[src/rtl/twu_pkg.sv]
package twu_pkg;
  typedef enum logic {REG_CLKOPT = 1'b0, REG_TMRCTL = 1'b1} reg_sel_e;

  localparam int SEL_W = 2;

  localparam int CTL_RT_FLAG   = 0;
  localparam int CTL_RT_EN     = 1;
  localparam int CTL_BT_FLAG   = 2;
  localparam int CTL_BT_EN     = 3;
  localparam int CTL_WD_FLAG   = 4;
  localparam int CTL_WD_EN     = 5;
  localparam int CTL_WD_DIV_LO = 6;

  typedef struct packed {
    logic [SEL_W-1:0] bt_sel;
    logic [SEL_W-1:0] rt_sel;
    logic             src_ext;
  } clkopt_t;
endpackage

[src/rtl/twu_sync.sv]
module twu_sync #(
  parameter int STAGES = 2
) (
  input  logic clk,
  input  logic rst_ni,
  input  logic d,
  output logic q
);
  logic [STAGES-1:0] ff_q, ff_d;

  always_comb begin
    ff_d = {ff_q[STAGES-2:0], d};
  end

  always_ff @(posedge clk or negedge rst_ni) begin
    if (!rst_ni) ff_q <= '0;
    else         ff_q <= ff_d;
  end

  assign q = ff_q[STAGES-1];
endmodule

[src/rtl/twu_tick_div.sv]
module twu_tick_div #(
  parameter int BASE_LOG = 5
) (
  input  logic                    clk,
  input  logic                    rst_ni,
  input  logic                    en,
  input  logic                    step,
  input  logic [twu_pkg::SEL_W-1:0] sel,
  input  logic                    clr,
  output logic                    flag
);
  localparam int CW = BASE_LOG + (1 << twu_pkg::SEL_W) - 1;

  logic [CW-1:0] cnt_q, cnt_d, mask;
  logic          flag_q, flag_d, hit;

  always_comb begin
    for (int i = 0; i < CW; i++) mask[i] = (i < BASE_LOG - 1 + int'(sel));
    hit    = en && step && ((cnt_q & mask) == mask);
    cnt_d  = cnt_q;
    if (!en)       cnt_d = '0;
    else if (step) cnt_d = cnt_q + CW'(1);
    flag_d = flag_q;
    if (hit)      flag_d = 1'b1;
    else if (clr) flag_d = 1'b0;
  end

  always_ff @(posedge clk or negedge rst_ni) begin
    if (!rst_ni) begin
      cnt_q  <= '0;
      flag_q <= 1'b0;
    end else begin
      cnt_q  <= cnt_d;
      flag_q <= flag_d;
    end
  end

  assign flag = flag_q;

  // R4 (and R5 for the base instance): a flag rises only on a counted edge
  a_r4_flag_rise_on_step: assert property (@(posedge clk) disable iff (!rst_ni)
    $rose(flag_q) |-> $past(en && step));
  // a disabled tick never sets its flag
  a_r4_no_set_while_off: assert property (@(posedge clk) disable iff (!rst_ni)
    (!en && !flag_q) |=> !flag_q);
endmodule

[src/rtl/twu_watchdog.sv]
module twu_watchdog #(
  parameter int CNT_W = 16,
  parameter int DIV_W = 2
) (
  input  logic             clk,
  input  logic             rst_ni,
  input  logic             start,
  input  logic             kick,
  input  logic             clr,
  input  logic [DIV_W-1:0] div,
  output logic             flag,
  output logic             rst_req
);
  localparam int PRE_W = 1 << DIV_W;

  logic             run_q, run_d;
  logic [PRE_W-1:0] pre_q, pre_d, pmask;
  logic [CNT_W-1:0] cnt_q, cnt_d;
  logic             flag_q, flag_d, req_q, req_d;
  logic             restart, strobe, ovf;

  always_comb begin
    for (int i = 0; i < PRE_W; i++) pmask[i] = (i <= int'(div));
    restart = (start && !run_q) || (kick && run_q);
    strobe  = run_q && !restart && ((pre_q & pmask) == pmask);
    ovf     = strobe && (&cnt_q);
    run_d   = run_q || start;
    pre_d   = pre_q;
    cnt_d   = cnt_q;
    if (restart) begin
      pre_d = '0;
      cnt_d = '0;
    end else if (run_q) begin
      pre_d = pre_q + PRE_W'(1);
      if (strobe) cnt_d = cnt_q + CNT_W'(1);
    end
    flag_d = flag_q;
    if (ovf)      flag_d = 1'b1;
    else if (clr) flag_d = 1'b0;
    req_d = ovf;
  end

  always_ff @(posedge clk or negedge rst_ni) begin
    if (!rst_ni) begin
      run_q  <= 1'b0;
      pre_q  <= '0;
      cnt_q  <= '0;
      flag_q <= 1'b0;
      req_q  <= 1'b0;
    end else begin
      run_q  <= run_d;
      pre_q  <= pre_d;
      cnt_q  <= cnt_d;
      flag_q <= flag_d;
      req_q  <= req_d;
    end
  end

  assign flag    = flag_q;
  assign rst_req = req_q;

  a_r11_req_one_cycle: assert property (@(posedge clk) disable iff (!rst_ni)
    req_q |=> !req_q);
  a_r11_req_with_flag: assert property (@(posedge clk) disable iff (!rst_ni)
    req_q |-> flag_q);
  a_r10_never_stops: assert property (@(posedge clk) disable iff (!rst_ni)
    run_q |=> run_q);
  a_r9_idle_quiet: assert property (@(posedge clk) disable iff (!rst_ni)
    !run_q |-> (cnt_q == '0) && !req_q && !flag_q);
endmodule

[src/rtl/tick_wdog_unit.sv]
module tick_wdog_unit #(
  parameter int RT_BASE_LOG = 5,
  parameter int BT_BASE_LOG = 1,
  parameter int WD_CNT_W    = 16,
  parameter int SYNC_STAGES = 2
) (
  input  logic       clk,
  input  logic       rst_n,
  input  logic       reg_wr,
  input  logic       reg_addr,
  input  logic [7:0] reg_wdata,
  input  logic       tb_int_clk,
  input  logic       tb_ext_clk,
  input  logic       rt_ie,
  input  logic       bt_ie,
  output logic       rt_flag,
  output logic       bt_flag,
  output logic       wd_flag,
  output logic       rt_irq,
  output logic       bt_irq,
  output logic       wd_rst_req
);
  import twu_pkg::*;

  localparam int NSRC = 2;

  logic            rst_sync_n;
  logic [NSRC-1:0] src_raw, src_sync;
  clkopt_t         opt_q, opt_d;
  logic            rt_en_q, rt_en_d, bt_en_q, bt_en_d;
  logic [1:0]      wd_div_q, wd_div_d;
  logic            tb_prev_q, tb_sel, tb_step;
  logic            opt_wr, ctl_wr;

  twu_sync #(.STAGES(2)) u_rst_sync (
    .clk(clk), .rst_ni(rst_n), .d(1'b1), .q(rst_sync_n)
  );

  assign src_raw = {tb_ext_clk, tb_int_clk};

  for (genvar g = 0; g < NSRC; g++) begin : g_src_sync
    twu_sync #(.STAGES(SYNC_STAGES)) u_sync (
      .clk(clk), .rst_ni(rst_sync_n), .d(src_raw[g]), .q(src_sync[g])
    );
  end

  always_comb begin
    opt_wr   = reg_wr && (reg_addr == REG_CLKOPT);
    ctl_wr   = reg_wr && (reg_addr == REG_TMRCTL);
    opt_d    = opt_q;
    rt_en_d  = rt_en_q;
    bt_en_d  = bt_en_q;
    wd_div_d = wd_div_q;
    if (opt_wr) opt_d = clkopt_t'(reg_wdata[4:0]);
    if (ctl_wr) begin
      rt_en_d  = reg_wdata[CTL_RT_EN];
      bt_en_d  = reg_wdata[CTL_BT_EN];
      wd_div_d = reg_wdata[CTL_WD_DIV_LO +: 2];
    end
    tb_sel  = opt_q.src_ext ? src_sync[1] : src_sync[0];
    tb_step = tb_sel && !tb_prev_q;
  end

  always_ff @(posedge clk or negedge rst_sync_n) begin
    if (!rst_sync_n) begin
      opt_q     <= '0;
      rt_en_q   <= 1'b0;
      bt_en_q   <= 1'b0;
      wd_div_q  <= '0;
      tb_prev_q <= 1'b0;
    end else begin
      opt_q     <= opt_d;
      rt_en_q   <= rt_en_d;
      bt_en_q   <= bt_en_d;
      wd_div_q  <= wd_div_d;
      tb_prev_q <= tb_sel;
    end
  end

  twu_tick_div #(.BASE_LOG(RT_BASE_LOG)) u_rt_div (
    .clk(clk), .rst_ni(rst_sync_n), .en(rt_en_q), .step(tb_step),
    .sel(opt_q.rt_sel), .clr(ctl_wr && !reg_wdata[CTL_RT_FLAG]), .flag(rt_flag)
  );

  twu_tick_div #(.BASE_LOG(BT_BASE_LOG)) u_bt_div (
    .clk(clk), .rst_ni(rst_sync_n), .en(bt_en_q), .step(tb_step),
    .sel(opt_q.bt_sel), .clr(ctl_wr && !reg_wdata[CTL_BT_FLAG]), .flag(bt_flag)
  );

  twu_watchdog #(.CNT_W(WD_CNT_W), .DIV_W(2)) u_wdog (
    .clk(clk), .rst_ni(rst_sync_n),
    .start(ctl_wr && reg_wdata[CTL_WD_EN]),
    .kick(ctl_wr && !reg_wdata[CTL_WD_EN]),
    .clr(ctl_wr && !reg_wdata[CTL_WD_FLAG]),
    .div(wd_div_q), .flag(wd_flag), .rst_req(wd_rst_req)
  );

  assign rt_irq = rt_flag && rt_en_q && rt_ie;
  assign bt_irq = bt_flag && bt_en_q && bt_ie;

  // a counted timebase step needs the selected source to be high
  a_r6_step_needs_level: assert property (@(posedge clk) disable iff (!rst_sync_n)
    tb_step |=> tb_prev_q);
endmodule

[config.mk]
export PLATFORM = sky130hd
export DESIGN_NAME = tick_wdog_unit
export DESIGN_NICKNAME = d
export VERILOG_FILES = /design/src/rtl/twu_pkg.sv /design/src/rtl/twu_sync.sv /design/src/rtl/twu_tick_div.sv /design/src/rtl/twu_watchdog.sv /design/src/rtl/tick_wdog_unit.sv
export SDC_FILE = /design/constraint.sdc
export NUM_CORES = 1
export LEC_CHECK = 0
export BUFFER_PORTS_ARGS = -buffer_cell sky130_fd_sc_hd__buf_2
export CAP_MARGIN = 30
export CORE_MARGIN = 3
export CORE_UTILIZATION = 35
export CTS_CLUSTER_DIAMETER = 120
export DETAILED_ROUTE_END_ITERATION = 6
export GPL_TIMING_DRIVEN = 0
export PLACE_DENSITY_LB_ADDON = 0.2
export SETUP_SLACK_MARGIN = 0.3
export SYNTH_ARGS = -nofsm -noshare
export SYNTH_HDL_FRONTEND = slang
export SYNTH_SLANG_ARGS = --single-unit
[constraint.sdc]
create_clock -name clk -period 1.5 [get_ports clk]
set_input_delay 0.15 -clock clk [delete_from_list [all_inputs] [get_ports clk]]
set_output_delay 0.15 -clock clk [all_outputs]
set_load 0.005 [all_outputs]
==> impl_results.md <==
- I/O Buffers: 21
- Aggregate routed wire length: 5009 microns
- Worst min path class: in2reg
- VDD IR-drop max: 0.0006666 V
- Final hold viol count: 0
- Post-synth ARST share: 100.0%
- Total leakage power: 0.001428 uW
- Worst setup path class: reg2reg
- Initial antenna violation count: 0
- Arrival @ worst endpoint: 2.02 ns
- Overall Global Routing Usage: 13.63%
- Pin count of the biggest net entering global routing: 31
- DR iter-0 viols: 49
- Routed Antenna Nets: 0
- Clock transition at the registers of the reported paths: 0.10 ns
- R2R cell count: 5
- Wire per inst: 14.03 microns
- Dpl cell area: 0.002650 sq mm
- Most common cell after layout, fill and taps aside: dfrtp_1
- Yosys cell types: 46
- Worst Setup End Kind: flip-flop
- MaxCap Viol Count: 0
- Post-synth top area cell: dfrtp_1
- Post-layout util: 48.80%
- Failing checks: negative setup slack
- GRT overflow: 0
- Number of synthesized flops with an enable pin: 0
- Vias/cell: 5.042
- Avg Synthesized Cell Area: 10.53 sq um
- Clock power share: 24.0%
- Slowest cell delay on critical path: 0.49 ns
- CTS sink cnt: 51
- N_diodes: 0
- Crit path cell chain: nand4_1 > nor2_4 > or4b_4 > or3_1 > a21oi_1
- Final Cycle Share: 119.2%
- Net Count, Synth: 242
- Die Area: 0.007698 sq mm
- Ports: 22
- Sequential fraction of the synthesis area: 54.57%
- Rows: 29
- Required time worst endpoint: 1.73 ns
- Syn Inst Count: 222
- Latest clock arrival within the worst-skew pair: 0.31 ns
- Placed Cells: 321
- Starting density of the core: 36.41%
- Logic pwr share: 26.4%
- Yosys top cell area share: 54.57%
- Via Count: 1,800
- CTS tree: built
- Internal power: 2343 uW
- Layout cells sized above 1: 37.86%
- Hold path depth: 3
- Setup TNS: -3.032 ns
- Area growth, synth to finish: 34.03%
- Layout Cells excl Fill: 357
- Cell Pwr Density: 1082 mW/mm^2
- Startpoint Class: flip-flop
- Die width: 87.74 microns
- Sw Ratio: 30.92%
- Drt drc: 0
- Design area: 0.003134 sq mm
- Worst-path fanout max: 4
- Hpwl dp: 3197 microns
- Setup WS post-layout: -0.2884 ns
- Root buf cell: clkbuf_8
- Flop pwr share: 49.6%
- Fmax: 0.5592 GHz
- Slew Limit Fails: 0
- Synth Flop Type: dfrtp_1
- RSZ-0062 raised after global routing: yes
- Synth Warn #: 0
- CORE AREA: 0.006422 sq mm
- Detailed-router iteration count before antenna repair: 6
- Status: finished, violations left
- Final critical-path required period: 1.788 ns
- Fin nets: 299
- H-tree levels: 2
- Synth top area cells: dfrtp_1 (55%), nand2_1 (4.0%), mux2_2 (3.4%), nand3_1 (3.2%), o21ai_0 (3.2%)
- Smallest hold slack: 0.06606 ns
- Mapped Area: 0.002338 sq mm
- First-pass GRT wire length: 8224 microns
- Most frequent cells in the layout: dfrtp_1 (47), nand2_1 (21), buf_2 (21)
- Clk_skew: 0.006242 ns
- Gpl congestion: 0.7187
- Final setup fails: 18
- Via count of the first global-routing pass: 1,763
- NetSw: 1049 uW
- Inserted Clock Buffers: 5
- Crit-path slowest cell: or4b_4
- Synth Register Bits: 51
- DIE HEIGHT: 87.74 microns
- Clk buf depth: 2
-- cell type report --
type / instances / area (sq um)
flip-flops and latches: 51 / 1281
repair buffers: 50 / 370.4
plain buffers: 6 / 68.82
well taps: 77 / 96.34
clock buffers: 5 / 68.82
inverters: 4 / 15.01
fillers: 603 / 3288
multi-input cells: 161 / 1210
clock inverters: 3 / 23.77
-- repair_timing --
action,in CTS,in global routing
buffers inserted,18,7
pin swaps,18,16
endpoints found under the hold margin,4,0
setup endpoints to repair,30,32
hold buffers,3,0
gates resized for setup,22,16
gates cloned,0,0
-- power by group through the flow --
stage	clock (uW)	combinational, uW	sequential (uW)
finish	815	895	1680
global route	901	981	1710
CTS	853	814	1680
detailed placement	0	561	1730
global placement	0	527	1740
floorplan	0	421	1700
-- worst max-delay path, delay by kind of cell (launching register included) --
| family | cells | cell delay, ns |
|---|---|---|
| compound gates | 1 | 0.13 |
| flops | 1 | 0.36 |
| simple gates | 4 | 1.24 |
-- kinds of logic (layout without fill, tap and decap cells) --
kind of cell               Yosys count  in the layout  synth area share (%)
buffers and inverters               10             68                 1.926
other                                1              1                0.1604
and+or+nand+nor                     90             90                 20.22
AOI/OAI and AO/OA                   48             48                 13.32
adders and majority gates            4              4                 2.140
xor gates and xnor gates             8              8                 2.996
DFF                                 51             51                 54.57
muxes                               10             10                 4.655
-- registers in the layout, indices dropped and copies added, names as in the netlist, 2 cells and up --
register                count
g_src_sync.u_sync.ff_q      4
wd_div_q                    2
opt_q                       5
u_wdog.cnt_q               16
u_rst_sync.ff_q             2
u_wdog.pre_q                4
u_bt_div.cnt_q              3
u_rt_div.cnt_q              7
-- per-stage QoR --
step	power, uW	worst slack (ns)
global placement	2271	-0.3428
global route	3587	-0.3594
finish	3392	-0.2884
CTS	3344	-0.2824
detailed placement	2289	-0.3517
floorplan	2117	-0.1821
-- path summary, 6_finish.rpt --
path	from	to	slack, ns
max reg2reg	u_wdog.cnt_q[5]	u_wdog.cnt_q[10]	-0.29
max in group asynchronous	u_rst_sync.ff_q[1]	bt_en_q	0.73
min	reg_wdata[3]	opt_q[3]	0.07
min in group asynchronous	rst_n	u_rst_sync.ff_q[1]	0.13
min reg2reg	u_rst_sync.ff_q[1]	g_src_sync[0].u_sync.ff_q[0]	0.23
max	u_wdog.cnt_q[5]	u_wdog.cnt_q[10]	-0.29
-- Yosys cell counts (2+ instances only) --
cell type and count:
dfrtp_1 51, nand2_1 25, nand3_1 15, o21ai_0 15, nor2_1 9, a21oi_1 7
and2_1 7, mux2_2 7, and3_1 6, clkbuf_1 5, nor3_1 5, xnor2_1 5
ha_1 4, inv_1 4, nand2b_1 4, or3_1 4, a21boi_0 3, and4_1 3
mux2i_1 3, nor2b_1 3, o31ai_1 3, xor2_1 3, a211o_1 2, a211oi_1 2
a31oi_1 2, nand4_1 2, o211ai_1 2, o22ai_1 2, or4_1 2
-- per-layer routing --
metal | GRT usage [%] | routed length [microns] | part of all wire (%)
met5 | 0 | 0 | 0
met4 | 4.184 | 57 | 1.1
met3 | 3.104 | 100 | 2.0
met2 | 20.89 | 2346 | 47
met1 | 19.24 | 2504 | 50
Power figures use the tool's default switching activity.
